### src/rtl/pfx_pkg.sv
package pfx_pkg;

  typedef enum logic [1:0] {G1_NONE = 2'd0, G1_LOCK = 2'd1, G1_REPNE = 2'd2, G1_REP = 2'd3} g1_e;
  typedef enum logic [2:0] {SEG_NONE = 3'd0, SEG_ES = 3'd1, SEG_CS = 3'd2, SEG_SS = 3'd3,
                            SEG_DS = 3'd4, SEG_FS = 3'd5, SEG_GS = 3'd6} seg_e;
  typedef enum logic [1:0] {MP_NONE = 2'd0, MP_OPSZ = 2'd1, MP_REPNE = 2'd2, MP_REP = 2'd3} mand_e;
  typedef enum logic [1:0] {MAP_ONE = 2'd0, MAP_0F = 2'd1, MAP_0F38 = 2'd2, MAP_0F3A = 2'd3} map_e;

  // grp: 0 lock/repeat, 1 segment, 2 operand size, 3 address size
  typedef struct packed {
    logic       is_pfx;
    logic [1:0] grp;
    logic [2:0] code;
  } pfx_info_t;

  localparam logic [7:0] ESC_BYTE = 8'h0F;
  localparam logic [7:0] ESC_38   = 8'h38;
  localparam logic [7:0] ESC_3A   = 8'h3A;

  function automatic pfx_info_t classify(input logic [7:0] b);
    pfx_info_t r;
    r = '0;
    r.is_pfx = 1'b1;
    unique case (b)
      8'hF0: begin r.grp = 2'd0; r.code = 3'(G1_LOCK);  end
      8'hF2: begin r.grp = 2'd0; r.code = 3'(G1_REPNE); end
      8'hF3: begin r.grp = 2'd0; r.code = 3'(G1_REP);   end
      8'h26: begin r.grp = 2'd1; r.code = SEG_ES; end
      8'h2E: begin r.grp = 2'd1; r.code = SEG_CS; end
      8'h36: begin r.grp = 2'd1; r.code = SEG_SS; end
      8'h3E: begin r.grp = 2'd1; r.code = SEG_DS; end
      8'h64: begin r.grp = 2'd1; r.code = SEG_FS; end
      8'h65: begin r.grp = 2'd1; r.code = SEG_GS; end
      8'h66: begin r.grp = 2'd2; r.code = 3'd1; end
      8'h67: begin r.grp = 2'd3; r.code = 3'd1; end
      default: r.is_pfx = 1'b0;
    endcase
    return r;
  endfunction

endpackage

### src/rtl/pfx_group_regs.sv
module pfx_group_regs
  import pfx_pkg::*;
(
  input  logic       clk,
  input  logic       rst,
  input  logic       clr,
  input  logic       load,
  input  logic [7:0] byte_in,
  output logic [1:0] g1,
  output logic [2:0] seg,
  output logic       opsz,
  output logic       adsz,
  output logic [1:0] mand,
  output logic       dup
);

  pfx_info_t info;
  logic [1:0] last_rep;

  assign info = classify(byte_in);

  always_ff @(posedge clk) begin
    if (rst || clr) begin
      g1       <= '0;
      seg      <= '0;
      opsz     <= 1'b0;
      adsz     <= 1'b0;
      last_rep <= '0;
      dup      <= 1'b0;
    end else if (load && info.is_pfx) begin
      case (info.grp)
        2'd0: begin
          if (g1 != 2'd0) dup <= 1'b1;
          g1 <= info.code[1:0];
          if (info.code[1:0] == 2'(G1_REPNE) || info.code[1:0] == 2'(G1_REP))
            last_rep <= info.code[1:0];
        end
        2'd1: begin
          if (seg != 3'd0) dup <= 1'b1;
          seg <= info.code;
        end
        2'd2: begin
          if (opsz) dup <= 1'b1;
          opsz <= 1'b1;
        end
        default: begin
          if (adsz) dup <= 1'b1;
          adsz <= 1'b1;
        end
      endcase
    end
  end

  always_comb begin
    if (last_rep == 2'(G1_REPNE))    mand = MP_REPNE;
    else if (last_rep == 2'(G1_REP)) mand = MP_REP;
    else if (opsz)                   mand = MP_OPSZ;
    else                             mand = MP_NONE;
  end


  clr_empties_chk: assert property (@(posedge clk) disable iff (rst)
    clr |=> (g1 == 2'd0 && seg == 3'd0 && !opsz && !adsz && !dup && mand == MP_NONE));


  dup_source_chk: assert property (@(posedge clk) disable iff (rst)
    $rose(dup) |-> $past(load));

endmodule

### src/rtl/pfx_escape_fsm.sv
module pfx_escape_fsm
  import pfx_pkg::*;
#(
  parameter int MAX_LEN = 15
) (
  input  logic       clk,
  input  logic       rst,
  input  logic       in_valid,
  input  logic [7:0] in_byte,
  input  logic       out_ready,
  output logic       in_ready,
  output logic       out_valid,
  output logic       pfx_load,
  output logic       clr,
  output logic [1:0] map,
  output logic [7:0] opcode,
  output logic       len_err,
  output logic       jcc
);

  localparam int CW = $clog2(MAX_LEN + 1);

  typedef enum logic [1:0] {ST_PFX, ST_ESC1, ST_ESC2, ST_DONE} st_e;

  st_e       state;
  logic [CW-1:0] cnt;
  pfx_info_t info;
  logic      accept;
  logic      last_slot;

  assign info      = classify(in_byte);
  assign in_ready  = (state != ST_DONE);
  assign out_valid = (state == ST_DONE);
  assign accept    = in_valid && in_ready;
  assign pfx_load  = accept && (state == ST_PFX);
  assign clr       = out_valid && out_ready;
  assign last_slot = (cnt == CW'(MAX_LEN - 1));

  always_ff @(posedge clk) begin
    if (rst || clr) begin
      state   <= ST_PFX;
      cnt     <= '0;
      map     <= MAP_ONE;
      opcode  <= '0;
      len_err <= 1'b0;
      jcc     <= 1'b0;
    end else if (accept) begin
      cnt <= cnt + CW'(1);
      case (state)
        ST_PFX: begin
          if (info.is_pfx || in_byte == ESC_BYTE) begin
            if (in_byte == ESC_BYTE) map <= MAP_0F;
            if (last_slot) begin
              state   <= ST_DONE;
              len_err <= 1'b1;
            end else if (in_byte == ESC_BYTE) begin
              state <= ST_ESC1;
            end
          end else begin
            opcode <= in_byte;
            map    <= MAP_ONE;
            jcc    <= (in_byte[7:4] == 4'h7);
            state  <= ST_DONE;
          end
        end
        ST_ESC1: begin
          if (in_byte == ESC_38 || in_byte == ESC_3A) begin
            map <= (in_byte == ESC_38) ? MAP_0F38 : MAP_0F3A;
            if (last_slot) begin
              state   <= ST_DONE;
              len_err <= 1'b1;
            end else begin
              state <= ST_ESC2;
            end
          end else begin
            opcode <= in_byte;
            jcc    <= (in_byte[7:4] == 4'h8);
            state  <= ST_DONE;
          end
        end
        ST_ESC2: begin
          opcode <= in_byte;
          state  <= ST_DONE;
        end
        default: ;
      endcase
    end
  end


  len_err_opcode_chk: assert property (@(posedge clk) disable iff (rst)
    len_err |-> (out_valid && opcode == 8'h00));


  hold_result_chk: assert property (@(posedge clk) disable iff (rst)
    (out_valid && !out_ready) |=> (out_valid && $stable(opcode) && $stable(map) && $stable(len_err)));


  one_byte_chk: assert property (@(posedge clk) disable iff (rst)
    (accept && state == ST_PFX && !info.is_pfx && in_byte != ESC_BYTE)
      |=> (out_valid && map == MAP_ONE && opcode == $past(in_byte)));

endmodule

### src/rtl/pfx_escape_decoder.sv
module pfx_escape_decoder
  import pfx_pkg::*;
#(
  parameter int MAX_LEN = 15
) (
  input  logic       clk,
  input  logic       rst,
  input  logic       in_valid,
  input  logic [7:0] in_byte,
  output logic       in_ready,
  output logic       out_valid,
  input  logic       out_ready,
  output logic [1:0] rep_grp,
  output logic [2:0] seg_ovr,
  output logic       opsize_ovr,
  output logic       addrsize_ovr,
  output logic [1:0] mand_pfx,
  output logic [1:0] opc_map,
  output logic [7:0] opcode,
  output logic       hint_taken,
  output logic       hint_not_taken,
  output logic       dup_group,
  output logic       len_err
);

  logic pfx_load;
  logic clr;
  logic jcc;

  pfx_escape_fsm #(.MAX_LEN(MAX_LEN)) u_fsm (
    .clk       (clk),
    .rst       (rst),
    .in_valid  (in_valid),
    .in_byte   (in_byte),
    .out_ready (out_ready),
    .in_ready  (in_ready),
    .out_valid (out_valid),
    .pfx_load  (pfx_load),
    .clr       (clr),
    .map       (opc_map),
    .opcode    (opcode),
    .len_err   (len_err),
    .jcc       (jcc)
  );

  pfx_group_regs u_groups (
    .clk     (clk),
    .rst     (rst),
    .clr     (clr),
    .load    (pfx_load),
    .byte_in (in_byte),
    .g1      (rep_grp),
    .seg     (seg_ovr),
    .opsz    (opsize_ovr),
    .adsz    (addrsize_ovr),
    .mand    (mand_pfx),
    .dup     (dup_group)
  );

  assign hint_taken     = out_valid && jcc && (seg_ovr == SEG_DS);
  assign hint_not_taken = out_valid && jcc && (seg_ovr == SEG_CS);


  hint_jcc_chk: assert property (@(posedge clk) disable iff (rst)
    (hint_taken || hint_not_taken) |-> (out_valid && !len_err &&
      ((opc_map == MAP_ONE && opcode[7:4] == 4'h7) || (opc_map == MAP_0F && opcode[7:4] == 4'h8))));


  mand_opsz_chk: assert property (@(posedge clk) disable iff (rst)
    (mand_pfx == MP_OPSZ) |-> opsize_ovr);


  stall_input_chk: assert property (@(posedge clk) disable iff (rst)
    (out_valid && !out_ready && in_valid) |=> $stable(rep_grp) && $stable(seg_ovr) && $stable(opsize_ovr));

endmodule

### config.mk
export PLATFORM = sky130hd
export DESIGN_NAME = pfx_escape_decoder
export DESIGN_NICKNAME = d
export VERILOG_FILES = /design/src/rtl/pfx_pkg.sv /design/src/rtl/pfx_group_regs.sv /design/src/rtl/pfx_escape_fsm.sv /design/src/rtl/pfx_escape_decoder.sv
export SDC_FILE = /design/constraint.sdc
export NUM_CORES = 1
export LEC_CHECK = 0
export CAP_MARGIN = 20
export CORE_UTILIZATION = 50
export CTS_CLUSTER_SIZE = 25
export DETAILED_ROUTE_END_ITERATION = 8
export HOLD_SLACK_MARGIN = 0.06
export PLACE_DENSITY = 0.81
export SYNTH_ARGS = -nofsm -noshare
export SYNTH_HDL_FRONTEND = slang
export SYNTH_HIERARCHICAL = 1
export SYNTH_SLANG_ARGS = --single-unit
### constraint.sdc
create_clock -name clk -period 2.33 [get_ports clk]
set_input_delay 0.466 -clock clk [delete_from_list [all_inputs] [get_ports clk]]
set_output_delay 0.466 -clock clk [all_outputs]
set_load 0.01 [all_outputs]
==> results.json <==
{
  "outcome": "completed",
  "layout-drive-gt1-share_pct": 20.3,
  "critical_path_arrival_ns": 1.75,
  "grt_overflow": 0,
  "yosys_most_used_dff": "dfxtp_1",
  "critPathKind": "register to output port",
  "drc": 0,
  "yosys.area.top_type": "dfxtp_1",
  "r2r-start": "u_fsm/state[0]",
  "slew_headroom_pct": 65.3,
  "grt_pass1_wl_mm": 7.15,
  "holdBufCountCts": 0,
  "ys_types": 61,
  "worstMarginPinSlew_ns": 0.519,
  "htreeDepth": 1,
  "final_area_um2": 2320,
  "netlist_top_cells_count": "28 x dfxtp_1, 17 x nor2_1, 14 x nand3_1, 14 x o21ai_0, 12 x a21oi_1",
  "syn2layout_area_growth_pct": 35.3,
  "synth_most_common_cell": "dfxtp_1",
  "utilization_pct": 73.7,
  "met3WireLength_um": 240,
  "drt_first_pass_iters": 5,
  "wl_mm": 4.26,
  "cp-start-kind": "register",
  "portBuffers": 36,
  "final_cell_count_no_fill": 300,
  "hold_class": "register to register",
  "ys_warn_count": 6,
  "holdWs_ns": 0.483,
  "place_inst": 296,
  "timing.fmax_ghz": 0.452,
  "critPathMaxFanout": 4,
  "track_usage_pct": 25.9,
  "placed_cell_area_um2": 2280,
  "dieHeight_um": 60.6,
  "drv_cap": 0,
  "reg2regPathDepth": 8,
  "wl_met1_mm": 1.96,
  "hold_viol": 0,
  "coreArea_um2": 3150,
  "synth_edf_count": 0,
  "synth_fp_nets": 216,
  "drv_slew": 0,
  "intPower_mw": 0.718,
  "crit_end": "hint_not_taken",
  "ys_seq_elements": 28,
  "numCtsBuffers": 3,
  "startpoint": "u_fsm/state[0]",
  "highest_layer": "met4",
  "fin_nets": 275,
  "peakVddDrop_mv": 0.403,
  "place_worst_setup_slack_ns": -0.0638,
  "rrSetupSlack_ns": 0.50,
  "ios": 37,
  "nFillCells": 255,
  "dpl.hpwl_mm": 3.29,
  "start_util_pct": 54.4,
  "cts_tree": "built",
  "clkPwrFrac_pct": 24.0,
  "skew_ns": 0.00406,
  "rr_endpoint": "u_groups/g1[1]",
  "fp.dieArea_um2": 3670,
  "gp_congestion": 0.941,
  "cts.sinks": 28,
  "cts_setup_buffers": 0,
  "syn_inst": 198,
  "grt_pass1_vias": 1625,
  "ant_nets": 0,
  "p_leak_nw": 0.951,
  "clock_path_buffers": 2,
  "switching_share_pct": 28.9,
  "pwr-share-comb_pct": 25.0,
  "yosysSeqAreaShare_pct": 32.7,
  "ys_async_sr_fraction_pct": 0,
  "n_antenna_cell": 0,
  "antenna_found_initial": 0,
  "setup_viol": 0,
  "finalCritPeriodShare_pct": 94.9,
  "synth.avg_cell_area_um2": 8.67,
  "rsz0062_at_grt": "false",
  "power_frac_seq_pct": 51.1,
  "ys_top_cells_by_area": "dfxtp_1 33%, ha_1 4.4%, nand3_1 4.1%, o21ai_0 4.1%, nor2_1 3.7%",
  "synth_top_area_share_pct": 32.7,
  "grt_max_degree": 16,
  "viasPerCell": 5.88,
  "power.switching_mw": 0.292,
  "hp-start": "u_fsm/len_err",
  "wl_met2_mm": 1.98,
  "path_clk_slew_ns": 0.15,
  "clk_latency_ns": 0.33,
  "die_w_um": 60.6,
  "syn_area_um2": 1720,
  "vias": 1765,
  "fin_ws_ns": 0.119,
  "power_density_nw_per_um2": 435,
  "endpoint_kind": "output port",
  "cp_data_required_time_ns": 1.86,
  "drt_iter0_drc": 99,
  "drt-wirelength-per-cell_um": 14.2,
  "fin_crit_ns": 2.21,
  "clock-root-buffer": "clkbuf_4",
  "rows": 20
}
==> worst min-delay path by stage <==
stage	endpoint	slack, ns	depth (start not counted)
2_1_floorplan	u_groups/last_rep[0]	0.47	1
3_3_place_gp	u_fsm/len_err	0.45	2
3_5_place_dp	u_fsm/len_err	0.46	2
4_1_cts	u_fsm/len_err	0.48	2
5_1_grt	u_fsm/len_err	0.51	2
6_report	u_fsm/len_err	0.48	2
==> cells by family after synthesis <==
logic type               count (synthesis)  synth area share (%)
adder cells (fa/ha/maj)                  6                  4.37
flip-flops                              28                  32.7
XOR/XNOR                                 4                  2.04
buffers and inverters                   17                  4.23
AND/OR/NAND/NOR                         80                  30.8
multiplexers                             5                  2.99
AO/OA/AOI/OAI                           58                  23.0
==> repair_timing <==
| action | in CTS | in global routing |
|---|---|---|
| endpoints found under the hold margin | 0 | 0 |
| setup endpoints to repair | 0 | 2 |
| resized for setup | 0 | 3 |
==> placed cells by master (no fill, tap or decap), types with 2 or more instances in the layout <==
cell type / n
a211oi_1: 2
a32oi_1: 3
nand4b_1: 2
mux2i_1: 4
nand2_1: 9
nor3_1: 6
a21oi_1: 12
a211o_1: 2
ha_1: 5
o21a_1: 2
clkdlybuf4s50_1: 36
dfxtp_2: 2
a31oi_1: 2
nor3b_2: 3
dfxtp_1: 26
nor2_1: 17
and2_1: 2
nand3b_1: 2
inv_1: 11
nor4_1: 2
xor2_1: 2
o21ai_1: 3
xnor2_1: 2
o211a_1: 3
o31ai_1: 2
or2_2: 2
nand3_1: 14
buf_4: 24
nor2b_1: 4
o21ai_0: 14
clkbuf_4: 3
==> stage by stage <==
stage               power [mW]  TNS, ns
finish                    1.01        0
global route              1.07        0
CTS                       1.01        0
detailed placement       0.773   -0.372
global placement         0.770   -0.188
floorplan                0.653        0
==> layout make-up <==
| cell class | count | area [um2] | share of cell area (%) |
|---|---|---|---|
| clock buffers | 4 | 36.3 | 1.56 |
| inverters | 11 | 41.3 | 1.78 |
| multi-input cells | 153 | 1090 | 46.8 |
| flip-flops and latches | 28 | 563 | 24.2 |
| well taps | 44 | 55.1 | 2.37 |
| repair buffers | 60 | 541 | 23.3 |
==> layer usage <==
layer,GRT usage (%),up-vias
met4,10.1,0
met1,34.3,817
met5,0,-
met3,3.41,14
met2,42.7,81
li1,-,853
==> flip-flops by register name, summed over array words and instances (netlist names) <==
| name | cells |
|---|---|
| u_groups/seg | 3 |
| u_groups/last_rep | 2 |
| u_fsm/len_err | 1 |
| u_fsm/jcc | 1 |
| u_fsm/cnt | 4 |
| u_fsm/state | 2 |
| u_groups/dup | 1 |
| u_fsm/map | 2 |
| u_fsm/opcode | 8 |
| u_groups/opsz | 1 |
| u_groups/g1 | 2 |
| u_groups/adsz | 1 |
==> power by group through the flow <==
| stage | combinational [mW] | clock [mW] | sequential [mW] |
|---|---|---|---|
| 3_5_place_dp | 0.248 | 0 | 0.525 |
| 2_1_floorplan | 0.126 | 0 | 0.527 |
| 3_3_place_gp | 0.245 | 0 | 0.524 |
| 4_1_cts | 0.250 | 0.249 | 0.515 |
| 6_report | 0.252 | 0.242 | 0.516 |
| 5_1_grt | 0.275 | 0.277 | 0.519 |
==> critical path, stage by stage (launching register included) <==
cell,delay [ns]
dfxtp_2,0.39
ha_2,0.22
nand3b_4,0.09
nor3b_2,0.17
clkdlybuf4s50_1,0.55
Note: power is estimated with default switching activity, not from simulation.
